<file path="src/rtl/spi_pkg.sv">
package spi_pkg;

   typedef enum logic {
      ROLE_SLAVE  = 1'b0,
      ROLE_MASTER = 1'b1
   } spi_role_e;

   // Number of baud clocks per serial clock level for a divider code.
   function automatic int unsigned half_cycles(input int unsigned code);
      return 2 * (code + 1);
   endfunction

endpackage

</file>
<file path="src/rtl/spi_sync.sv">
module spi_sync #(
   parameter int          STAGES = 2,
   parameter int          W      = 1,
   parameter logic [W-1:0] INIT  = '0
) (
   input  logic         clk,
   input  logic         rst_n,
   input  logic [W-1:0] d,
   output logic [W-1:0] q
);

   initial assert (STAGES >= 0 && STAGES <= 4)
      else $error("spi_sync: STAGES must be 0..4");

   generate
      if (STAGES == 0) begin : g_bypass
         assign q = d;
      end else begin : g_chain
         logic [W-1:0] st [STAGES];
         always_ff @(posedge clk or negedge rst_n) begin
            if (!rst_n) begin
               for (int i = 0; i < STAGES; i++) st[i] <= INIT;
            end else begin
               st[0] <= d;
               for (int i = 1; i < STAGES; i++) st[i] <= st[i-1];
            end
         end
         assign q = st[STAGES-1];
      end
   endgenerate

endmodule

</file>
<file path="src/rtl/spi_clkgen.sv">
module spi_clkgen #(
   parameter int PM_W = 4
) (
   input  logic            clk,
   input  logic            rst_n,
   input  logic            run,
   input  logic [PM_W-1:0] pm,
   output logic            sck,
   output logic            rise,
   output logic            fall
);

   localparam int CW = PM_W + 2;

   logic [CW-1:0] cnt;
   logic [CW-1:0] half_m1;
   logic          wrap;

   assign half_m1 = CW'(spi_pkg::half_cycles(int'(pm)) - 1);
   assign wrap    = (cnt == half_m1);
   assign rise    = run & wrap & ~sck;
   assign fall    = run & wrap & sck;

   always_ff @(posedge clk or negedge rst_n) begin
      if (!rst_n) begin
         cnt <= '0;
         sck <= 1'b0;
      end else if (!run) begin
         cnt <= '0;
         sck <= 1'b0;
      end else if (wrap) begin
         cnt <= '0;
         sck <= ~sck;
      end else begin
         cnt <= cnt + 1'b1;
      end
   end

   // the serial clock never changes while the divider is stopped
   a_r4_idle_low: assert property (@(posedge clk) disable iff (!rst_n)
      !run |=> !sck);

endmodule

</file>
<file path="src/rtl/spi_shift.sv">
module spi_shift #(
   parameter int DW = 16,
   parameter int LW = 4
) (
   input  logic          clk,
   input  logic          rst_n,
   input  logic          clr,
   input  logic          load,
   input  logic [DW-1:0] ld_data,
   input  logic          smp,
   input  logic          shf,
   input  logic          restart,
   input  logic          abort,
   input  logic          din,
   input  logic [LW-1:0] lenm1,
   output logic          dout,
   output logic [DW-1:0] rx_word,
   output logic [DW-1:0] rx_next,
   output logic          n_zero,
   output logic          n_last,
   output logic          n_full
);

   logic [DW-1:0] tx_sr;
   logic [DW-1:0] rx_sr;
   logic [LW:0]   nsamp;
   logic [LW:0]   len_ext;

   assign len_ext = {1'b0, lenm1};
   assign dout    = tx_sr[lenm1];
   assign rx_word = rx_sr;
   assign rx_next = {rx_sr[DW-2:0], din};
   assign n_zero  = (nsamp == '0);
   assign n_last  = (nsamp == len_ext);
   assign n_full  = (nsamp == len_ext + 1'b1);

   always_ff @(posedge clk or negedge rst_n) begin
      if (!rst_n) begin
         tx_sr <= '0;
         rx_sr <= '0;
         nsamp <= '0;
      end else if (clr) begin
         tx_sr <= '0;
         rx_sr <= '0;
         nsamp <= '0;
      end else if (load) begin
         tx_sr <= ld_data;
         rx_sr <= '0;
         nsamp <= '0;
      end else if (restart) begin
         tx_sr <= '0;
         rx_sr <= '0;
         nsamp <= '0;
      end else if (abort) begin
         rx_sr <= '0;
         nsamp <= '0;
      end else begin
         if (smp) begin
            rx_sr <= rx_next;
            nsamp <= nsamp + 1'b1;
         end
         if (shf) tx_sr <= tx_sr << 1;
      end
   end

   // never more samples than the character length
   a_r3_count_bound: assert property (@(posedge clk) disable iff (!rst_n)
      nsamp <= len_ext + 1'b1);

endmodule

</file>
<file path="src/rtl/spi_xcvr.sv">
module spi_xcvr #(
   parameter int DATA_W      = 16,
   parameter int LEN_W       = 4,
   parameter int PM_W        = 4,
   parameter int SYNC_STAGES = 2
) (
   input  logic              clk,
   input  logic              rst_n,
   input  logic              cfg_master,
   input  logic              cfg_enable,
   input  logic [LEN_W-1:0]  cfg_len,
   input  logic [PM_W-1:0]   cfg_pm,
   input  logic [DATA_W-1:0] tx_data,
   input  logic              tx_valid,
   output logic              tx_ready,
   output logic [DATA_W-1:0] rx_data,
   output logic              done,
   output logic              sck_o,
   output logic              sck_oe,
   input  logic              sck_i,
   output logic              mosi_o,
   output logic              mosi_oe,
   input  logic              mosi_i,
   output logic              miso_o,
   output logic              miso_oe,
   input  logic              miso_i,
   input  logic              sel_n_i
);
   import spi_pkg::*;

   initial assert (DATA_W == (1 << LEN_W))
      else $error("spi_xcvr: DATA_W must equal 2**LEN_W");

   // latched configuration
   logic             en_q;
   spi_role_e        role_l;
   logic [LEN_W-1:0] len_l;
   logic [PM_W-1:0]  pm_l;
   logic             is_m;

   always_ff @(posedge clk or negedge rst_n) begin
      if (!rst_n) begin
         en_q   <= 1'b0;
         role_l <= ROLE_SLAVE;
         len_l  <= '0;
         pm_l   <= '0;
      end else begin
         en_q <= cfg_enable;
         if (cfg_enable && !en_q) begin
            role_l <= spi_role_e'(cfg_master);
            len_l  <= cfg_len;
            pm_l   <= cfg_pm;
         end
      end
   end
   assign is_m = (role_l == ROLE_MASTER);

   // slave-side pin synchronisers
   logic [2:0] pins_s;
   logic       sck_s, mosi_s, sel_act, sck_d;

   spi_sync #(.STAGES(SYNC_STAGES), .W(3), .INIT(3'b100)) u_sync (
      .clk(clk), .rst_n(rst_n),
      .d({sel_n_i, sck_i, mosi_i}), .q(pins_s));

   assign sel_act = ~pins_s[2];
   assign sck_s   = pins_s[1];
   assign mosi_s  = pins_s[0];

   always_ff @(posedge clk or negedge rst_n) begin
      if (!rst_n) sck_d <= 1'b0;
      else        sck_d <= sck_s;
   end

   // shared engine wiring
   logic              busy_m, loaded_s, acc;
   logic              rise_m, fall_m, sck_m;
   logic              rise_s, fall_s, s_active;
   logic              m_fin, s_fin;
   logic              smp, shf, din, dout;
   logic              n_zero, n_last, n_full;
   logic [DATA_W-1:0] rx_word, rx_next;

   spi_clkgen #(.PM_W(PM_W)) u_clkgen (
      .clk(clk), .rst_n(rst_n), .run(busy_m & cfg_enable), .pm(pm_l),
      .sck(sck_m), .rise(rise_m), .fall(fall_m));

   assign s_active = en_q & ~is_m & sel_act;
   assign rise_s   = s_active & sck_s & ~sck_d;
   assign fall_s   = s_active & ~sck_s & sck_d & ~n_zero;
   assign m_fin    = fall_m & n_full;
   assign s_fin    = rise_s & n_last;

   assign smp = is_m ? rise_m : rise_s;
   assign shf = is_m ? (fall_m & ~n_full) : fall_s;
   assign din = is_m ? miso_i : mosi_s;

   spi_shift #(.DW(DATA_W), .LW(LEN_W)) u_shift (
      .clk(clk), .rst_n(rst_n), .clr(~cfg_enable), .load(acc),
      .ld_data(tx_data), .smp(smp), .shf(shf), .restart(s_fin),
      .abort(en_q & ~is_m & ~sel_act), .din(din), .lenm1(len_l),
      .dout(dout), .rx_word(rx_word), .rx_next(rx_next),
      .n_zero(n_zero), .n_last(n_last), .n_full(n_full));

   assign tx_ready = en_q & (is_m ? ~busy_m : (~loaded_s & n_zero));
   assign acc      = tx_valid & tx_ready;

   always_ff @(posedge clk or negedge rst_n) begin
      if (!rst_n) begin
         busy_m   <= 1'b0;
         loaded_s <= 1'b0;
         done     <= 1'b0;
         rx_data  <= '0;
      end else if (!cfg_enable) begin
         busy_m   <= 1'b0;
         loaded_s <= 1'b0;
         done     <= 1'b0;
         rx_data  <= '0;
      end else begin
         done <= m_fin | s_fin;
         if (acc && is_m)  busy_m <= 1'b1;
         else if (m_fin)   busy_m <= 1'b0;
         if (acc && !is_m) loaded_s <= 1'b1;
         else if (s_fin)   loaded_s <= 1'b0;
         if (m_fin)        rx_data <= rx_word;
         else if (s_fin)   rx_data <= rx_next;
      end
   end

   assign sck_o   = sck_m;
   assign sck_oe  = en_q & is_m;
   assign mosi_o  = is_m & dout;
   assign mosi_oe = en_q & is_m;
   assign miso_o  = ~is_m & dout;
   assign miso_oe = s_active;

   // observation of serial clock level lengths for R4
   logic       sck_prev, busy_prev;
   logic [7:0] since;
   always_ff @(posedge clk or negedge rst_n) begin
      if (!rst_n) begin
         sck_prev  <= 1'b0;
         busy_prev <= 1'b0;
         since     <= '0;
      end else begin
         sck_prev  <= sck_o;
         busy_prev <= busy_m;
         if (acc)                    since <= 8'd0;
         else if (sck_o != sck_prev) since <= 8'd1;
         else                        since <= since + 8'd1;
      end
   end

   a_r4_level_length: assert property (@(posedge clk) disable iff (!rst_n)
      (busy_m && busy_prev && sck_o != sck_prev)
         |-> (since == 8'(half_cycles(int'(pm_l)))));

   a_r6_done_pulse: assert property (@(posedge clk) disable iff (!rst_n)
      done |=> !done);

   a_r2_off_quiet: assert property (@(posedge clk) disable iff (!rst_n)
      !cfg_enable |=> (!sck_o && !done && !tx_ready && !miso_oe));

   a_r7_cfg_frozen: assert property (@(posedge clk) disable iff (!rst_n)
      (en_q && $past(en_q)) |-> ($stable(len_l) && $stable(pm_l) && $stable(role_l)));

   a_r3_len_min: assert property (@(posedge clk) disable iff (!rst_n)
      (cfg_enable && !en_q) |-> (cfg_len >= LEN_W'(3)));

   a_r1_role_drive: assert property (@(posedge clk) disable iff (!rst_n)
      sck_oe |-> !miso_oe);

endmodule

</file>
<file path="config.mk">
export PLATFORM = sky130hd
export DESIGN_NAME = spi_xcvr
export DESIGN_NICKNAME = d
export VERILOG_FILES = /design/src/rtl/spi_pkg.sv /design/src/rtl/spi_sync.sv /design/src/rtl/spi_clkgen.sv /design/src/rtl/spi_shift.sv /design/src/rtl/spi_xcvr.sv
export SDC_FILE = /design/constraint.sdc
export NUM_CORES = 1
export LEC_CHECK = 0
export ABC_AREA = 1
export BUFFER_PORTS_ARGS = -buffer_cell sky130_fd_sc_hd__clkbuf_2
export CAP_MARGIN = 20
export CORE_UTILIZATION = 60
export CTS_BUF_LIST = sky130_fd_sc_hd__clkbuf_8
export DETAILED_ROUTE_END_ITERATION = 6
export PLACE_DENSITY = 0.82
export SYNTH_ARGS = -nofsm -noshare
export SYNTH_HDL_FRONTEND = slang
export SYNTH_HIERARCHICAL = 1
export SYNTH_SLANG_ARGS = --single-unit
</file>
<file path="constraint.sdc">
create_clock -name clk -period 4.4 [get_ports clk]
set_clock_uncertainty 0.2 [all_clocks]
set_input_delay 0.22 -clock clk [delete_from_list [all_inputs] [get_ports clk]]
set_output_delay 0.22 -clock clk [all_outputs]
set_load 0.02 [all_outputs]
</file>
==> impl_results.md, run 1 <==
* Status: finished, final reports clean
* Cells on worst reg2reg path at 14
* Final hold vios at 0
* Commonest cells after routing, fill and taps aside: 162 x nand2_1, 78 x dfrtp_1, 67 x nand3_1, 60 x inv_1, 55 x clkbuf_2
* Num rows at 31
* Worst min-delay path class: in2reg
* Routing usage on met1 at 33.2%
* Final Cycle Share at 73.3%
* Reg area at 2000 um2
* Post-route minimum period at 3.23 ns
* Final nets at 646
* R2R setup slack at 1.17 ns
* Rel. slew slack at 34.3%
* Number of gates resized after cts at 0
* TNS Setup at 0 ns
* Bufs on Longest Clock Path at 2
* CTS tree: done
* Crit. End Element: flop
* Critical path buffer and inverter count at 1
* Reg2Reg Capture Point: rx_data[0]
* Syn Inst Count at 552
* M2 GR Usage at 48.5%
* Vias in the first global route at 3709
* Vias at 3852
* Worst skew pair latency at 0.34 ns
* DP Area at 4590 um2
* Finished Cell Area at 5090 um2
* GRT Residual Overflow at 0
* WP depth at 14
* Layer with the highest usage: met2
* Max Slew Vio Count at 0
* Initial Util at 62.0%
* P&R area growth vs syn at 13.9%
* Worst setup margin at 1.17 ns
* Final setup viols at 0
* Static Leakage at 0.00262 uW
* Drt drc at 0
* Maximum VDD drop at 0.202 mV
* Share of cells above drive strength 1 at 17.3%
* Clock-pin slew on the worst setup and hold paths at 0.08 ns
* CP peak stage delay at 0.49 ns
* GR Util All Layers at 27.5%
* R2r startpoint: pm_l[0]
* Pre-CTS setup slack at 1.21 ns
* 1st-iter DRT viols at 278
* CTS sink cnt at 80
* Maximum clock rate at 310 MHz
* IO buf count at 56
* Post-route ant nets at 0
* Die Height at 88.3 um
* Core box area at 7210 um2
* DPL Wire Length at 6.61 mm
* Placer congestion estimate at 0.978
* Postcts setup bufs at 0
* Met3 usage at 5.32%
* Most common cell after layout, fill and taps aside: nand2_1
* CP required at 4.48 ns
* Worst Tran Pin Value at 0.985 ns
* Most frequent CP cell: nand2_1
* Placed cells at 668
* Root Driver: clkbuf_8
* Register area share after synthesis at 44.8%
* Post-Syn Area at 4470 um2
* Crit path DAT at 3.31 ns
* Filler cells at 570
* Largest net degree at the start of global routing at 81
* Max-Cap Viols at 0
* Router iterations before antenna repair at 5
* CP startpoint: pm_l[0]
* Mapped Nets at 591
* Avg WL per Cell at 14.1 um
* CTS Buf Count at 9
* Syn avg cell area at 8.10 um2
* H-tree levels at 3
* First-pass GRT wire length at 16.5 mm
* Vias per Instance at 5.42
* Crit Path Class: reg2reg
* CP cell instances: ha_1 -> nor2_4 -> nand3_2 -> nand2_1 -> nand3_1 -> nand2_1 -> nand3_2 -> nor3_1 -> nand2_2 -> inv_2 -> nor2_4 -> nand2_2 -> nand2_1 -> nand2_1
* Detailed Route WL at 10.0 mm
* RSZ-0062 raised after global routing: no
* Post-synth cell types at 36
* Yosys warning count at 6
* Multi-input logic area at 1930 um2
* Critical path startpoint category: flop
* Critical-path top delay cell: dfrtp_1
* Largest delay contributor family on the critical path: simple AND/OR/NAND/NOR gates
* Worst Setup EP: rx_data[0]
* Antenna violations before repair at 0
* Final core occ at 70.6%
* Die Width at 88.3 um
* Synthesis-stage register bit count at 80
* DIE AREA at 7800 um2
* Pwr Density at 344 nW/um2
* Worst Path Max Fanout at 19
* I/O pin cnt at 57
* # diodes at 0
* Post-Layout Cell Count at 711
## timing repair
item,4_1_cts,5_1_grt
hold endpoints to repair,105,0
setup endpoints to repair,0,0
hold buffers,27,0
## registers in the layout (all words and copies together) (netlist names)
| signal | count |
|---|---|
| loaded_s | 1 |
| done | 1 |
| u_clkgen/sck | 1 |
| u_clkgen/cnt | 6 |
| u_shift/rx_word | 16 |
| pm_l | 4 |
| sck_d | 1 |
| busy_m | 1 |
| u_sync/g_chain.st | 3 |
| is_m | 1 |
| rx_data | 16 |
| u_shift/tx_sr | 16 |
| u_shift/nsamp | 5 |
| len_l | 4 |
| u_sync/q | 3 |
| en_q | 1 |
## report_power, final
part	switching (uW)	internal, uW
registers	42.9	769
logic	204	122
clock network	250	362
total	497	1250
## worst min path at each step
stage,depth (start not counted),slack [ns],startpoint,endpoint
floorplan,0,-0.28,rst_n,busy_m
global placement,1,0.11,sel_n_i,u_sync/g_chain.st[5]
detailed placement,1,0.11,sel_n_i,u_sync/g_chain.st[5]
CTS,3,0.007,tx_data[15],u_shift/tx_sr[15]
global route,3,0.03,tx_data[5],u_shift/tx_sr[5]
finish,3,0.03,tx_data[5],u_shift/tx_sr[5]
## layer usage
| metal | routed length [um] | up-vias | share of wire [%] |
|---|---|---|---|
| met5 | 0 | - | 0 |
| met3 | 506 | 29 | 5.1 |
| met4 | 275 | 0 | 2.7 |
| met2 | 4990 | 139 | 50 |
| met1 | 4240 | 1807 | 42 |
| li1 | - | 1877 | - |
## per-stage QoR
step                      hold WS [ns]  power, uW
after floorplan                 -0.276       1050
after global placement           0.109       1110
final                           0.0256       1750
after detailed placement         0.109       1120
after CTS                      0.00664       1750
after global routing            0.0252       1830
## synthesized netlist by cell type (all sizes together)
cell,instances,area share (%)
a21boi,1,0.17
a21oi,21,2.4
a22o,1,0.20
a22oi,15,2.5
buf,39,6.5
clkbuf,1,0.084
dfrtp,78,44
dfstp,2,1.2
ha,6,1.7
inv,63,5.3
mux2,8,2.0
mux2i,1,0.22
nand2,171,15
nand3,72,9.0
nand3b,1,0.17
nand4,5,0.70
nor2,31,3.8
nor3,2,0.22
nor3b,1,0.17
o21ai,9,1.0
o22ai,15,2.1
xnor2,2,0.39
xor2,7,1.4
## worst register-to-register path, stage by stage, from the launching register on
cell     delay, ns
dfrtp_1       0.49
ha_1          0.40
nor2_4        0.17
nand3_2       0.09
nand2_1       0.07
nand3_1       0.06
nand2_1       0.09
nand3_2       0.14
nor3_1        0.26
nand2_2       0.27
inv_2         0.31
nor2_4        0.15
nand2_2       0.30
nand2_1       0.10
nand2_1       0.08
## logic make-up (layout without fill, tap and decap cells)
family,Yosys count,in the layout,synth area share (%)
AND/OR/NAND/NOR,283,283,29.1
buffers and inverters,103,163,12.0
flip-flops,80,80,44.8
AO/OA/AOI/OAI,62,62,8.42
XOR/XNOR,9,9,1.76
multiplexers,9,9,2.24
adder cells (fa/ha/maj),6,6,1.68
## final cells by class
| cell class | count | share of cell area, % |
|---|---|---|
| Multi-Input combinational cell | 369 | 38.0 |
| Inverter | 63 | 4.69 |
| Timing Repair Buffer | 84 | 11.0 |
| Clock buffer | 12 | 3.24 |
| Tap cell | 99 | 2.43 |
| Sequential cell | 80 | 39.4 |
| Clock inverter | 4 | 1.33 |
Note: power is estimated with default switching activity, not from simulation.
==> run 2: changes to the inputs <==
- clock period: 4.4 -> 3.2 ns (I/O delays scaled with it)
==> impl_results.md, run 2 (synthesis gave the netlist of run 1 again) <==
* Bufs on Longest Clock Path at 2 (unchanged)
* Root Driver: clkbuf_8
* # diodes at 0 (unchanged)
* Overall power at 2310 uW (+32%)
* Drt drc at 0 (unchanged)
* Crit. End Element: flop
* R2R setup slack at 0.32 ns (-0.85 ns)
* Initial Util at 62.0% (unchanged)
* Vias at 3901 (+1.3%)
* Finished Cell Area at 5150 um2 (+1.1%)
* CP required at 3.26 ns (-1.22 ns)
* Share of cells above drive strength 1 at 18.4% (+1.0 points)
* Max-Cap Viols at 0 (unchanged)
* DIE AREA at 7800 um2 (unchanged)
* Vias in the first global route at 3601 (-2.9%)
* Crit path DAT at 2.94 ns (-0.37 ns)
* Core box area at 7210 um2 (unchanged)
* Post-route minimum period at 2.88 ns (-0.347 ns)
* Largest net degree at the start of global routing at 81 (unchanged)
* Max Slew Vio Count at 0 (unchanged)
* Maximum VDD drop at 0.266 mV (+32%)
* Critical path startpoint category: flop
* Pwr Density at 450 nW/um2 (+31%)
* Avg WL per Cell at 14.0 um (-0.42%)
* Final hold vios at 0 (unchanged)
* Post-Layout Cell Count at 720 (+1.3%)
* CTS sink cnt at 80 (unchanged)
* Detailed Route WL at 10.1 mm (+0.84%)
* TNS Setup at 0 ns (unchanged)
* Final setup viols at 0 (unchanged)
* Hold WS at 0.0229 ns (-0.00266 ns)
* Hold Path End: u_shift/rx_word[0]
* Final Cycle Share at 90.0% (+17 points)
* Final nets at 655 (+1.4%)
* 1st-iter DRT viols at 195 (-30%)
* Placer congestion estimate at 0.863 (-12%)
* Worst skew pair latency at 0.36 ns (+0.02 ns)
* Critical-path top delay cell: dfrtp_2
* Antenna violations before repair at 0 (unchanged)
* DP Area at 4630 um2 (+0.82%)
* Die Width at 88.3 um (unchanged)
* R2r startpoint: pm_l[0]
* GR Util All Layers at 27.0% (-0.50 points)
* Critical path buffer and inverter count at 4 (+3)
* Hold Path Depth at 5 (+2)
* Clock-pin slew on the worst setup and hold paths at 0.08 ns (about the same)
* CTS Buf Count at 9 (unchanged)
* Commonest cells after routing, fill and taps aside: 162 x nand2_1, 77 x dfrtp_1, 67 x nand3_1, 59 x inv_1, 55 x clkbuf_2
* Most common cell after layout, fill and taps aside: nand2_1
* Worst Tran Pin Value at 0.983 ns (-0.00271 ns)
* Worst min-delay path class: in2reg
* Die Height at 88.3 um (unchanged)
* Crit Path Class: reg2reg
* I/O pin cnt at 57 (unchanged)
* Placed cells at 673 (+0.75%)
* CTS tree: done
* First-pass GRT wire length at 16.1 mm (-2.5%)
* GRT Residual Overflow at 0 (unchanged)
* Worst Path Max Fanout at 16 (-3)
* Router iterations before antenna repair at 7 (+2)
* Vias per Instance at 5.42 (about the same)
* Reg2Reg Capture Point: u_shift/rx_word[15]
* Most frequent CP cell: nand2_1
* Static Leakage at 0.00264 uW (+0.84%)
* Maximum clock rate at 347 MHz (+12%)
* IO buf count at 56 (unchanged)
* P&R area growth vs syn at 15.1%
* Hold path start: miso_i
* Num rows at 31 (unchanged)
* Largest delay contributor family on the critical path: simple AND/OR/NAND/NOR gates
* Rel. slew slack at 34.5% (+0.18 points)
* Cells on worst reg2reg path at 16 (+2)
* RSZ-0062 raised after global routing: no
* DPL Wire Length at 6.47 mm (-2.1%)
* H-tree levels at 3 (unchanged)
* Post-route ant nets at 0 (unchanged)
* CP cell instances: ha_1 -> inv_1 -> nand2_1 -> nand3_1 -> inv_1 -> nand2_1 -> nand2_1 -> nand2_1 -> nand3_2 -> nand2_4 -> nand2_2 -> inv_1 -> a22o_1 -> buf_4 -> nand2_1 -> o21ai_0
* CP peak stage delay at 0.48 ns (about the same)
* Status: finished, final reports clean
-- run 2: power by group --
part,internal (uW),leakage (uW),switching (uW),total [uW]
clock,377,0.000103,364,742
combinational,175,0.00147,282,456
sequential,1060,0.00107,58.7,1120
total,1610,0.00264,705,2310
-- run 2: layout make-up --
class | count | area (um2)
fill | 557 | 2070
sequential | 80 | 2010
multi-input combinational | 369 | 1940
timing repair buffer | 93 | 638
inverter | 63 | 239
clock buffer | 10 | 138
tap | 99 | 124
clock inverter | 6 | 60.1
-- run 2: what timing repair did --
action,CTS,global route
setup endpoints to repair,0,16
setup buffers,0,0
resized for setup,0,3
endpoints found under the hold margin,109,0
hold buffers,31,0
-- run 2: tightest hold or removal path, stage by stage --
cell	delay, ns
clkbuf_2	0.08
nand2_1	0.07
nand2_1	0.10
nand3_1	0.08
nand2_1	0.06
-- run 2: how the worst max path moves through the flow --
stage                        from  slack (ns)  cells past startpoint                  end
after floorplan           pm_l[0]        0.61                     16    u_shift/tx_sr[10]
after global routing      pm_l[0]        0.06                     15     u_shift/tx_sr[6]
final                     pm_l[0]        0.32                     16  u_shift/rx_word[15]
after detailed placement  pm_l[0]        0.22                     15    u_shift/tx_sr[10]
after CTS                 pm_l[0]        0.18                     15     u_shift/tx_sr[6]
after global placement    pm_l[0]        0.34                     15     u_shift/tx_sr[3]
-- run 2: per-stage QoR --
step | setup WS (ns) | util (%)
global route | 0.0552 | 71.3
finish | 0.320 | 71.3
detailed placement | 0.215 | 64.2
global placement | 0.342 | 64.2
CTS | 0.181 | 71.2
floorplan | 0.605 | -
-- run 2: per-layer routing --
metal	track usage, %	wire [um]
met5	0	0
met4	11.6	240
met3	5.13	496
met1	33.3	4320
met2	46.6	5030
